`src/rtl/rstc_pkg.sv`:
```
package rstc_pkg;
  localparam int DEF_CLKS_PER_MC = 12;
  localparam int DEF_QUAL_MC     = 2;
  localparam int DEF_PULSE_CLKS  = 96;
  localparam int DEF_SYNC_STAGES = 2;

  typedef struct packed {
    logic qualified;
    logic stretching;
  } rst_cause_t;
endpackage

```
`src/rtl/rstc_sync.sv`:
```
module rstc_sync #(
  parameter int STAGES = 2
) (
  input  logic clk,
  input  logic por_n,
  input  logic d,
  output logic q
);
  generate
    if (STAGES <= 1) begin : g_single
      logic s_q;
      always_ff @(posedge clk or negedge por_n) begin
        if (!por_n) s_q <= 1'b0;
        else        s_q <= d;
      end
      assign q = s_q;
    end else begin : g_chain
      logic [STAGES-1:0] sh_q;
      always_ff @(posedge clk or negedge por_n) begin
        if (!por_n) sh_q <= '0;
        else        sh_q <= {sh_q[STAGES-2:0], d};
      end
      assign q = sh_q[STAGES-1];
    end
  endgenerate
endmodule

```
`src/rtl/rstc_qual.sv`:
```
module rstc_qual #(
  parameter int WINDOW = 24
) (
  input  logic clk,
  input  logic por_n,
  input  logic lvl,
  output logic qualified
);
  localparam int CW = $clog2(WINDOW + 1);
  localparam logic [CW-1:0] WIN_C = CW'(WINDOW);

  logic [CW-1:0] run_q;

  // Consecutive-high counter: saturates at WINDOW, cleared by any low sample.
  always_ff @(posedge clk or negedge por_n) begin
    if (!por_n)              run_q <= '0;
    else if (!lvl)           run_q <= '0;
    else if (run_q != WIN_C) run_q <= run_q + 1'b1;
  end

  assign qualified = (run_q == WIN_C);
endmodule

```
`src/rtl/rstc_stretch.sv`:
```
module rstc_stretch #(
  parameter int PULSE = 96
) (
  input  logic clk,
  input  logic por_n,
  input  logic trig,
  output logic active
);
  localparam int PW = $clog2(PULSE + 1);
  localparam logic [PW-1:0] PULSE_C = PW'(PULSE);

  logic [PW-1:0] left_q;

  // Loads on every trigger (restart), then counts down to zero.
  always_ff @(posedge clk or negedge por_n) begin
    if (!por_n)            left_q <= '0;
    else if (trig)         left_q <= PULSE_C;
    else if (left_q != '0) left_q <= left_q - 1'b1;
  end

  assign active = (left_q != '0);
endmodule

```
`src/rtl/reset_pin_ctrl.sv`:
```
module reset_pin_ctrl
  import rstc_pkg::*;
#(
  parameter int CLKS_PER_MC = DEF_CLKS_PER_MC,
  parameter int QUAL_MC     = DEF_QUAL_MC,
  parameter int PULSE_CLKS  = DEF_PULSE_CLKS,
  parameter int SYNC_STAGES = DEF_SYNC_STAGES
) (
  input  logic clk,
  input  logic por_n,
  input  logic pin_level,
  input  logic wdt_expire,
  input  logic rto_disable,
  output logic rst_core,
  output logic pin_oe,
  output logic pin_drive_val
);
  localparam int WINDOW = CLKS_PER_MC * QUAL_MC;

  logic       pin_sync;
  rst_cause_t cause;

  rstc_sync #(.STAGES(SYNC_STAGES)) u_sync (
    .clk   (clk),
    .por_n (por_n),
    .d     (pin_level),
    .q     (pin_sync)
  );

  rstc_qual #(.WINDOW(WINDOW)) u_qual (
    .clk       (clk),
    .por_n     (por_n),
    .lvl       (pin_sync),
    .qualified (cause.qualified)
  );

  rstc_stretch #(.PULSE(PULSE_CLKS)) u_stretch (
    .clk    (clk),
    .por_n  (por_n),
    .trig   (wdt_expire),
    .active (cause.stretching)
  );

  assign rst_core      = !por_n || cause.qualified || cause.stretching;
  assign pin_oe        = cause.stretching && !rto_disable;
  assign pin_drive_val = cause.stretching;
endmodule

```
`config.mk`:
```
export PLATFORM = sky130hd
export DESIGN_NAME = reset_pin_ctrl
export DESIGN_NICKNAME = d
export VERILOG_FILES = /design/src/rtl/rstc_pkg.sv /design/src/rtl/rstc_sync.sv /design/src/rtl/rstc_qual.sv /design/src/rtl/rstc_stretch.sv /design/src/rtl/reset_pin_ctrl.sv
export SDC_FILE = /design/constraint.sdc
export NUM_CORES = 1
export LEC_CHECK = 0
export ABC_AREA = 0
export BUFFER_PORTS_ARGS = -buffer_cell sky130_fd_sc_hd__buf_2
export CAP_MARGIN = 5
export CORE_AREA = 5 5 45 47
export CTS_BUF_LIST = sky130_fd_sc_hd__clkbuf_4 sky130_fd_sc_hd__clkbuf_8 sky130_fd_sc_hd__clkbuf_16
export DETAILED_ROUTE_END_ITERATION = 8
export DIE_AREA = 0 0 50 52
export PLACE_DENSITY_LB_ADDON = 0.25
export SYNTH_ARGS = -nofsm -noshare
export SYNTH_HDL_FRONTEND = slang
export SYNTH_SLANG_ARGS = --single-unit
```
`constraint.sdc`:
```
create_clock -name clk -period 2.3 [get_ports clk]
set_input_delay 0.345 -clock clk [delete_from_list [all_inputs] [get_ports clk]]
set_output_delay 0.345 -clock clk [all_outputs]
set_load 0.01 [all_outputs]
```
=== Word level (Yosys, flattened, before mapping) ===
Cells that the tools add are included.

* Bits in latches: 0
* Output and inout bits: 3
* ROM bits: 0
* Memories: 0
* RAM bits: 0
* Logic and storage cells: 19
* Bits in registers: 14

* Div/mod/pow operators: 0
* Bitwise logic cells: 0
* Muxes and demuxes: 4
* Equality and inequality tests: 3
* Shift-type cells: 0
* Reductions and logical operators: 7
* Magnitude comparators: 0
* Add/subtract/negate cells: 2
* Multipliers: 0

{| class="wikitable"
|+ Operators with widths
! cell !! number
|-
| $mux W7 || 2
|-
| $mux W5 || 2
|-
| $reduce_bool A7 Y1 || 1
|-
| $sub A7 B1 Y7 const B || 1
|-
| $add A5 B1 Y5 const B || 1
|-
| $eq A5 B5 Y1 const B || 1
|-
| $ne A5 B5 Y1 const B || 1
|-
| $logic_not A1 Y1 || 2
|-
| $logic_or A1 B1 Y1 || 2
|-
| $ne A2 B1 Y1 const B || 1
|-
| $reduce_bool A2 Y1 || 1
|-
| $logic_and A1 B1 Y1 || 1
|}

=== Longest topological paths before layout ===
Gate-level depths: netlist of the first run.

* Depth after elaboration: 3
* Gate-level depth with buffers: 6
* Gate-level depth less buffers: 6

=== Modules after synthesis ===
A second synthesis of the first run with hierarchy kept.

* Cells, all modules: 66
* Area, all modules: 737.0 sq um

{| class="wikitable"
|+ Modules (own cells, without submodules)
! module !! times used !! area each (sq um) !! cells each !! seq. area each (sq um)
|-
| rstc_stretch || 1 || 384.1 || 35 || 175.2
|-
| rstc_qual || 1 || 287.8 || 27 || 125.1
|-
| rstc_sync || 1 || 50.0 || 2 || 50.0
|-
| reset_pin_ctrl || 1 || 15.0 || 2 || 0.0
|}

=== Worst setup path before layout of the first run ===
OpenSTA, ideal clock, no wires.

* Path kind: register -> output
* Start point: register u_stretch.left_q[0]
* End point: output port rst_core
* Path buffers: 0
* Arrival time: 1.456 ns
* Cell stages (with the launch flop): 6
* Path slack: 0.499 ns
* Path through: dfrtp_1 > inv_1 > ha_1 > or4b_4 > nor3_4 > nand3_1

* Longest elaborated chain between the ends: 2

{| class="wikitable"
|+ Ends and longest elaborated chain
! element !! RTL line !! RTL
|-
| start, declared || rstc_stretch.sv:12 || <nowiki>logic [PW-1:0] left_q;</nowiki>
|-
| start signal, assigned || rstc_stretch.sv:18 || <nowiki>else if (left_q != '0) left_q <= left_q - 1'b1;</nowiki>
|-
| $reduce_bool A7 Y1 || rstc_stretch.sv:21 || <nowiki>assign active = (left_q != '0);</nowiki>
|-
| $logic_or A1 B1 Y1 || reset_pin_ctrl.sv:44 || <nowiki>assign rst_core = !por_n || cause.qualified || cause.stretching;</nowiki>
|-
| end, declared || reset_pin_ctrl.sv:14 || <nowiki>output logic rst_core,</nowiki>
|}

No other way between the ends.

=== Worst setup path in the final report of the first run ===
* Start point: register u_stretch.left_q[1]
* End point: output port rst_core

The elaborated chain is that of the path after synthesis.

==> impl_metrics.yaml, run 1 <==
run:
  maxCapViolations: 0
cells_and_area:
  fin_nets: 87
  syn_to_final_growth_pct: 20.96
  final_core_util: 0.5101
  final_common_cell: "dfrtp_1"
  drive_gt1_frac: 0.2987
  antenna_cells: 0
  fill_cells: 144
  final_cell_mix: "dfrtp_1 (14), buf_2 (7), buf_4 (6)"
routing:
  ant_nets: 0
  drc: 0
  viasPerCell: 5.372
  wl_per_cell_um: 13.01
  routed_wl_um: 1223
  drt_iter0_drc: 2
  first_pass_iters: 4
  num_vias: 505
timing:
  slew_headroom: 0.7887
  max_freq_ghz: 0.4533
  hold_viol: 0
  drv_slew: 0
  setup_viol: 0
  fin_skew_ps: 0.1717
  period_share: 0.9592
  tns_ps: 0
  worst_slew_pin_slew_ps: 317.0
  period_minus_slack_ps: 2206
synth:
  synthCells: 61
  synth_fa_ha_area_frac: 0.05515
  yosysUniqueCellTypes: 29
  async_reset_ff_frac: 1.000
  synth-compound-area-share: 0.09007
  synthXorXnorAreaFrac: 0.05147
  yosys_most_used_dff: "dfrtp_1"
  muxShareOfSynthArea: 0.03125
  avgSynthCellArea_um2: 11.16
  yosysWarnings: 0
  synth-simple-area-share: 0.2243
  ys_seq_area_frac: 0.5147
  synth_edf_count: 0
  syn-num-nets: 69
  synth_top_family_by_area: "simple AND/OR/NAND/NOR gates"
  ys_ff_latch: 14
  synth_area_um2: 680.7
clocking:
  cts_tree: "yes"
  clock_latency_ps: 280
  cts_buffers: 3
  clock_path_buffers: 2
  path_clk_slew_ps: 80
  clock-sinks: 14
  clock-root-buffer: "clkbuf_4"
  htreeDepth: 1
power:
  seq_power_share: 0.553
  ir_drop_v: 0.0004787
  netSwitchingFraction: 0.2775
  power_leakage_nw: 0.3829
  comb_power_share: 0.197
  netSwitchingPower_mw: 0.1500
  p_int_mw: 0.3905
  power_density_nw_per_um2: 656.4
  clkPwrFrac: 0.249
critical_path:
  rrSetupSlack_ps: 380
  worstPathArrival_ps: 1860
  critPathCaptureType: "primary output"
  r2r_end: "u_stretch.left_q[0]"
  cp_max_fo: 5
  start_kind: "register"
  reg2regPathDepth: 6
  critPathKind: "reg2out"
  r2r_start: "u_stretch.left_q[1]"
  cp.required_ps: 1960
floorplanning:
  start_util: 0.4217
  core_um2: 1614
  rows: 15
  die_w_um: 50
  pin_count: 8
  die_area_um2: 2600
  die_y_um: 52
placement:
  gp_congestion: 0.7336
  io_buffers: 7
  hpwl_um: 816.9
global_routing:
  grt_max_degree: 16
  grt_overflow: 0
  grt_pass1_wl_um: 2132
  grt_pass1_vias: 512
  antenna_found_initial: 0
  track_usage: 0.1051
hold_path:
  min_to: "u_sync.g_chain.sh_q[0]"
  hold_depth: 1
  holdCritStartpoint: "pin_level"
  hold_path_class: "in2reg"
run_status:
  status: "finished clean"
stage by stage:
step	setup slack [ps]	hold WS (ps)	instances	cell area, um2	power [mW]
finish	93.91	169.6	94	823.3	0.5404
global route	-31.46	162.6	94	823.3	0.5743
CTS	23.97	166.2	92	798.3	0.5370
detailed placement	303.6	263.5	84	733.2	0.3863
global placement	337.7	262.7	84	733.2	0.3839
floorplan	498.6	49.41	61	680.7	0.3608
power by group through the flow:
| stage | combinational (mW) | clock (mW) | sequential (mW) |
|---|---|---|---|
| finish | 0.107 | 0.135 | 0.299 |
| global route | 0.120 | 0.151 | 0.303 |
| CTS | 0.100 | 0.140 | 0.297 |
| detailed placement | 0.0837 | 0 | 0.303 |
| global placement | 0.0810 | 0 | 0.303 |
| floorplan | 0.0649 | 0 | 0.296 |
what timing repair did:
action	4_1_cts	5_1_grt
resized for setup	1	3
setup buffers	4	2
cloned	0	0
pin swaps	2	2
setup endpoints to repair	1	3
hold buffers	1	0
hold endpoints to repair	14	0
area by class of cell:
| class | count | area (um2) | area share |
|---|---|---|---|
| tap | 17 | 21.27 | 0.02584 |
| timing repair buffer | 14 | 90.09 | 0.1094 |
| inverter | 5 | 18.77 | 0.02280 |
| clock buffer | 3 | 22.52 | 0.02736 |
| multi-input combinational | 41 | 320.3 | 0.3891 |
| sequential | 14 | 350.3 | 0.4255 |
synth_stat cells (all sizes together), types with 2 or more instances:
| library cell | number | share of area |
|---|---|---|
| and2 | 3 | 0.028 |
| dfrtp | 14 | 0.51 |
| ha | 3 | 0.055 |
| inv | 5 | 0.028 |
| nand2b | 2 | 0.018 |
| nand3 | 3 | 0.022 |
| nor2 | 4 | 0.022 |
| nor4 | 2 | 0.018 |
| o21ai | 3 | 0.022 |
| or3 | 2 | 0.018 |
| xnor2 | 3 | 0.039 |
sequential cells by signal, summed over array words and instances (netlist names):
name                 cells
u_stretch.left_q         7
u_sync.g_chain.sh_q      2
u_qual.run_q             5
worst max-delay path: stages, from the launching register on:
cell and delay (ps):
dfrtp_1 400, inv_2 80, ha_4 130, or4b_4 470, nor3_4 240, nand3_1 100, buf_2 150
cell families (layout without fill, tap and decap cells):
kind of cell / after synthesis / count (layout)
buffers and inverters: 6 / 22
multiplexers: 2 / 2
adder cells (fa/ha/maj): 3 / 3
flip-flops: 14 / 14
XOR/XNOR: 4 / 4
AND/OR/NAND/NOR: 23 / 23
AO/OA/AOI/OAI: 9 / 9
layer usage:
metal	wire length, um	GRT usage	up-vias
met2	556	0.1548	10
met1	601	0.1452	245
met4	27	0.05677	0
met3	38	0.01719	4
li1	-	-	246
met5	0	0	-
worst max path at each step:
| stage | startpoint | end | cells past startpoint |
|---|---|---|---|
| after floorplan | u_stretch.left_q[0] | rst_core | 5 |
| after global placement | u_stretch.left_q[0] | rst_core | 6 |
| after detailed placement | u_stretch.left_q[0] | rst_core | 6 |
| after CTS | u_stretch.left_q[0] | rst_core | 6 |
| after global routing | u_stretch.left_q[0] | rst_core | 6 |
| final | u_stretch.left_q[1] | rst_core | 6 |
Power figures use the tool's default switching activity.
==> run 2, diff against run 1 <==
==> constraint.sdc (replaced) <==
create_clock -name clk -period 2.6 [get_ports clk]
set_input_delay 0.39 -clock clk [delete_from_list [all_inputs] [get_ports clk]]
set_output_delay 0.39 -clock clk [all_outputs]
set_load 0.05 [all_outputs]
==> run 2 against run 1 <==
Compared with the run above: design area fell by 5.3%; largest power group unchanged; combinational power shrank 28%; critical endpoint unchanged; register-to-register slack better by 330 ps; critical path depth is the same.
==> impl_metrics.yaml, run 2 (same netlist as run 1, synthesis figures left out) <==
run_status:
  status: "finished clean"
hold_path:
  hold_depth: 1
  hold_path_class: "in2reg"
  min_to: "u_sync.g_chain.sh_q[0]"
  holdCritStartpoint: "pin_level"
timing:
  tns_ps: 0
  drv_slew: 0
  hold_viol: 0
  max_freq_ghz: 0.4144
  fin_skew_ps: 7.920
  slew_headroom: 0.7895
  period_minus_slack_ps: 2413
  setup_viol: 0
  rsz0062_at_grt: "no"
  period_share: 0.9282
  worst_slew_pin_slew_ps: 315.8
  whs_ps: 203.3
cells_and_area:
  drive_gt1_frac: 0.2083
  top_regs: "u_stretch.left_q (7), u_qual.run_q (5), u_sync.g_chain.sh_q (2)"
  fin_cells: 89
  largest_reg_flops: 7
  final_common_cell: "dfrtp_1"
  final_cell_mix: "dfrtp_1 (14), buf_2 (7), inv_1 (4), nor2_1 (4)"
  top_register: "u_stretch.left_q"
  fill_cells: 142
  antenna_cells: 0
  fin_nets: 81
  syn_to_final_growth_pct: 14.52
critical_path:
  critPathCaptureType: "primary output"
  r2r_end: "u_stretch.left_q[0]"
  start_kind: "register"
  crit_path_top_delay_cell: "or4b_4"
  cp_max_fo: 5
  crit_chain: "inv_1, ha_1, or4b_4, nor3_4, nand3_1, buf_2"
  worstPathArrival_ps: 2020
  slowest_delay_ps: 510
  cp.required_ps: 2210
  critPathKind: "reg2out"
  r2r_start: "u_stretch.left_q[0]"
  rrSetupSlack_ps: 710
  reg2regPathDepth: 5
floorplanning:
  pin_count: 8
  rows: 15
  start_util: 0.4217
  core_um2: 1614
  die_y_um: 52
  die_area_um2: 2600
  die_w_um: 50
clocking:
  cts_tree: "yes"
  clock_latency_ps: 280
  path_clk_slew_ps: 90
  clock_path_buffers: 2
  htreeDepth: 1
  clock-sinks: 14
  post_cts_buffers: 0
  cts_buffers: 3
  clock-root-buffer: "clkbuf_4"
placement:
  place_inst: 84
  gp_congestion: 0.7332
  io_buffers: 7
  hpwl_um: 821.9
global_routing:
  met3_usage: 0.01719
  met1_usage: 0.1313
  grt_pass1_vias: 445
  grtUsageMet2: 0.1444
  grt_pass1_wl_um: 1945
  grt_overflow: 0
  grt_max_degree: 16
  top_usage_layer: "met2"
  track_usage: 0.09855
  antenna_found_initial: 0
power:
  power_leakage_nw: 0.3606
  comb_power_share: 0.156
  p_int_mw: 0.3631
  power_density_nw_per_um2: 636.5
  netSwitchingPower_mw: 0.1331
  netSwitchingFraction: 0.2682
  ir_drop_v: 0.0004080
  clkPwrFrac: 0.313
  seq_power_share: 0.530
routing:
  ant_nets: 0
  wl_per_cell_um: 12.24
  drc: 0
  num_vias: 468
  viasPerCell: 5.258
  first_pass_iters: 2
  drt_iter0_drc: 3
  routed_wl_um: 1089
run:
  maxCapViolations: 0
## run 2: cell count changes in the layout (fill, tap and decap cells not counted), sizes merged
cell and change:
buf -6, clkbuf +1
## run 2: power by group through the flow
stage / registers [mW] / clock network, mW / logic (mW)
after global placement: 0.268 / 0 / 0.0749
final: 0.263 / 0.155 / 0.0775
after global routing: 0.268 / 0.170 / 0.0868
after floorplan: 0.262 / 0 / 0.0607
after CTS: 0.263 / 0.159 / 0.0787
after detailed placement: 0.267 / 0 / 0.0774
## run 2: area by class of cell
type                            instances  area (um2)  share of cell area
Timing Repair Buffer                    8       45.04             0.05778
Sequential cell                        14       350.3              0.4494
Inverter                                5       18.77             0.02408
Tap cell                               17       21.27             0.02729
Clock buffer                            4       36.28             0.04655
Multi-Input combinational cell         41       307.8              0.3949
## run 2: worst max-delay path by stage
stage	startpoint	to	slack (ps)	depth (start not counted)
floorplan	u_stretch.left_q[0]	rst_core	470	5
global placement	u_stretch.left_q[0]	rst_core	520	6
detailed placement	u_stretch.left_q[0]	rst_core	480	6
CTS	u_stretch.left_q[0]	rst_core	160	6
global route	u_stretch.left_q[0]	rst_core	60	6
finish	u_stretch.left_q[0]	rst_core	190	6
## run 2: repair_timing
action	CTS	global route
resized for setup	0	0
hold endpoints to repair	14	0
hold buffers	1	0
## run 2: critical path: cells and delay by family, from the launching register on
family | cells | cell delay, ps
adders and majority gates | 1 | 190
buffers and inverters | 2 | 310
DFF | 1 | 390
and+or+nand+nor | 3 | 860
## run 2: metrics by stage
stage	total power, mW	util	setup slack (ps)	instance area [um2]
after floorplan	0.3224	-	470.6	680.7
after global placement	0.3427	0.4543	520.5	733.2
after detailed placement	0.3447	0.4543	475.2	733.2
after CTS	0.5014	0.4829	157.8	779.5
after global routing	0.5257	0.4829	57.20	779.5
final	0.4961	0.4829	186.7	779.5
## run 2: routing by layer
metal,part of all wire,vias to the layer above
met1,0.47,223
li1,-,234
met4,0.028,0
met2,0.47,7
met3,0.034,4
met5,0,-
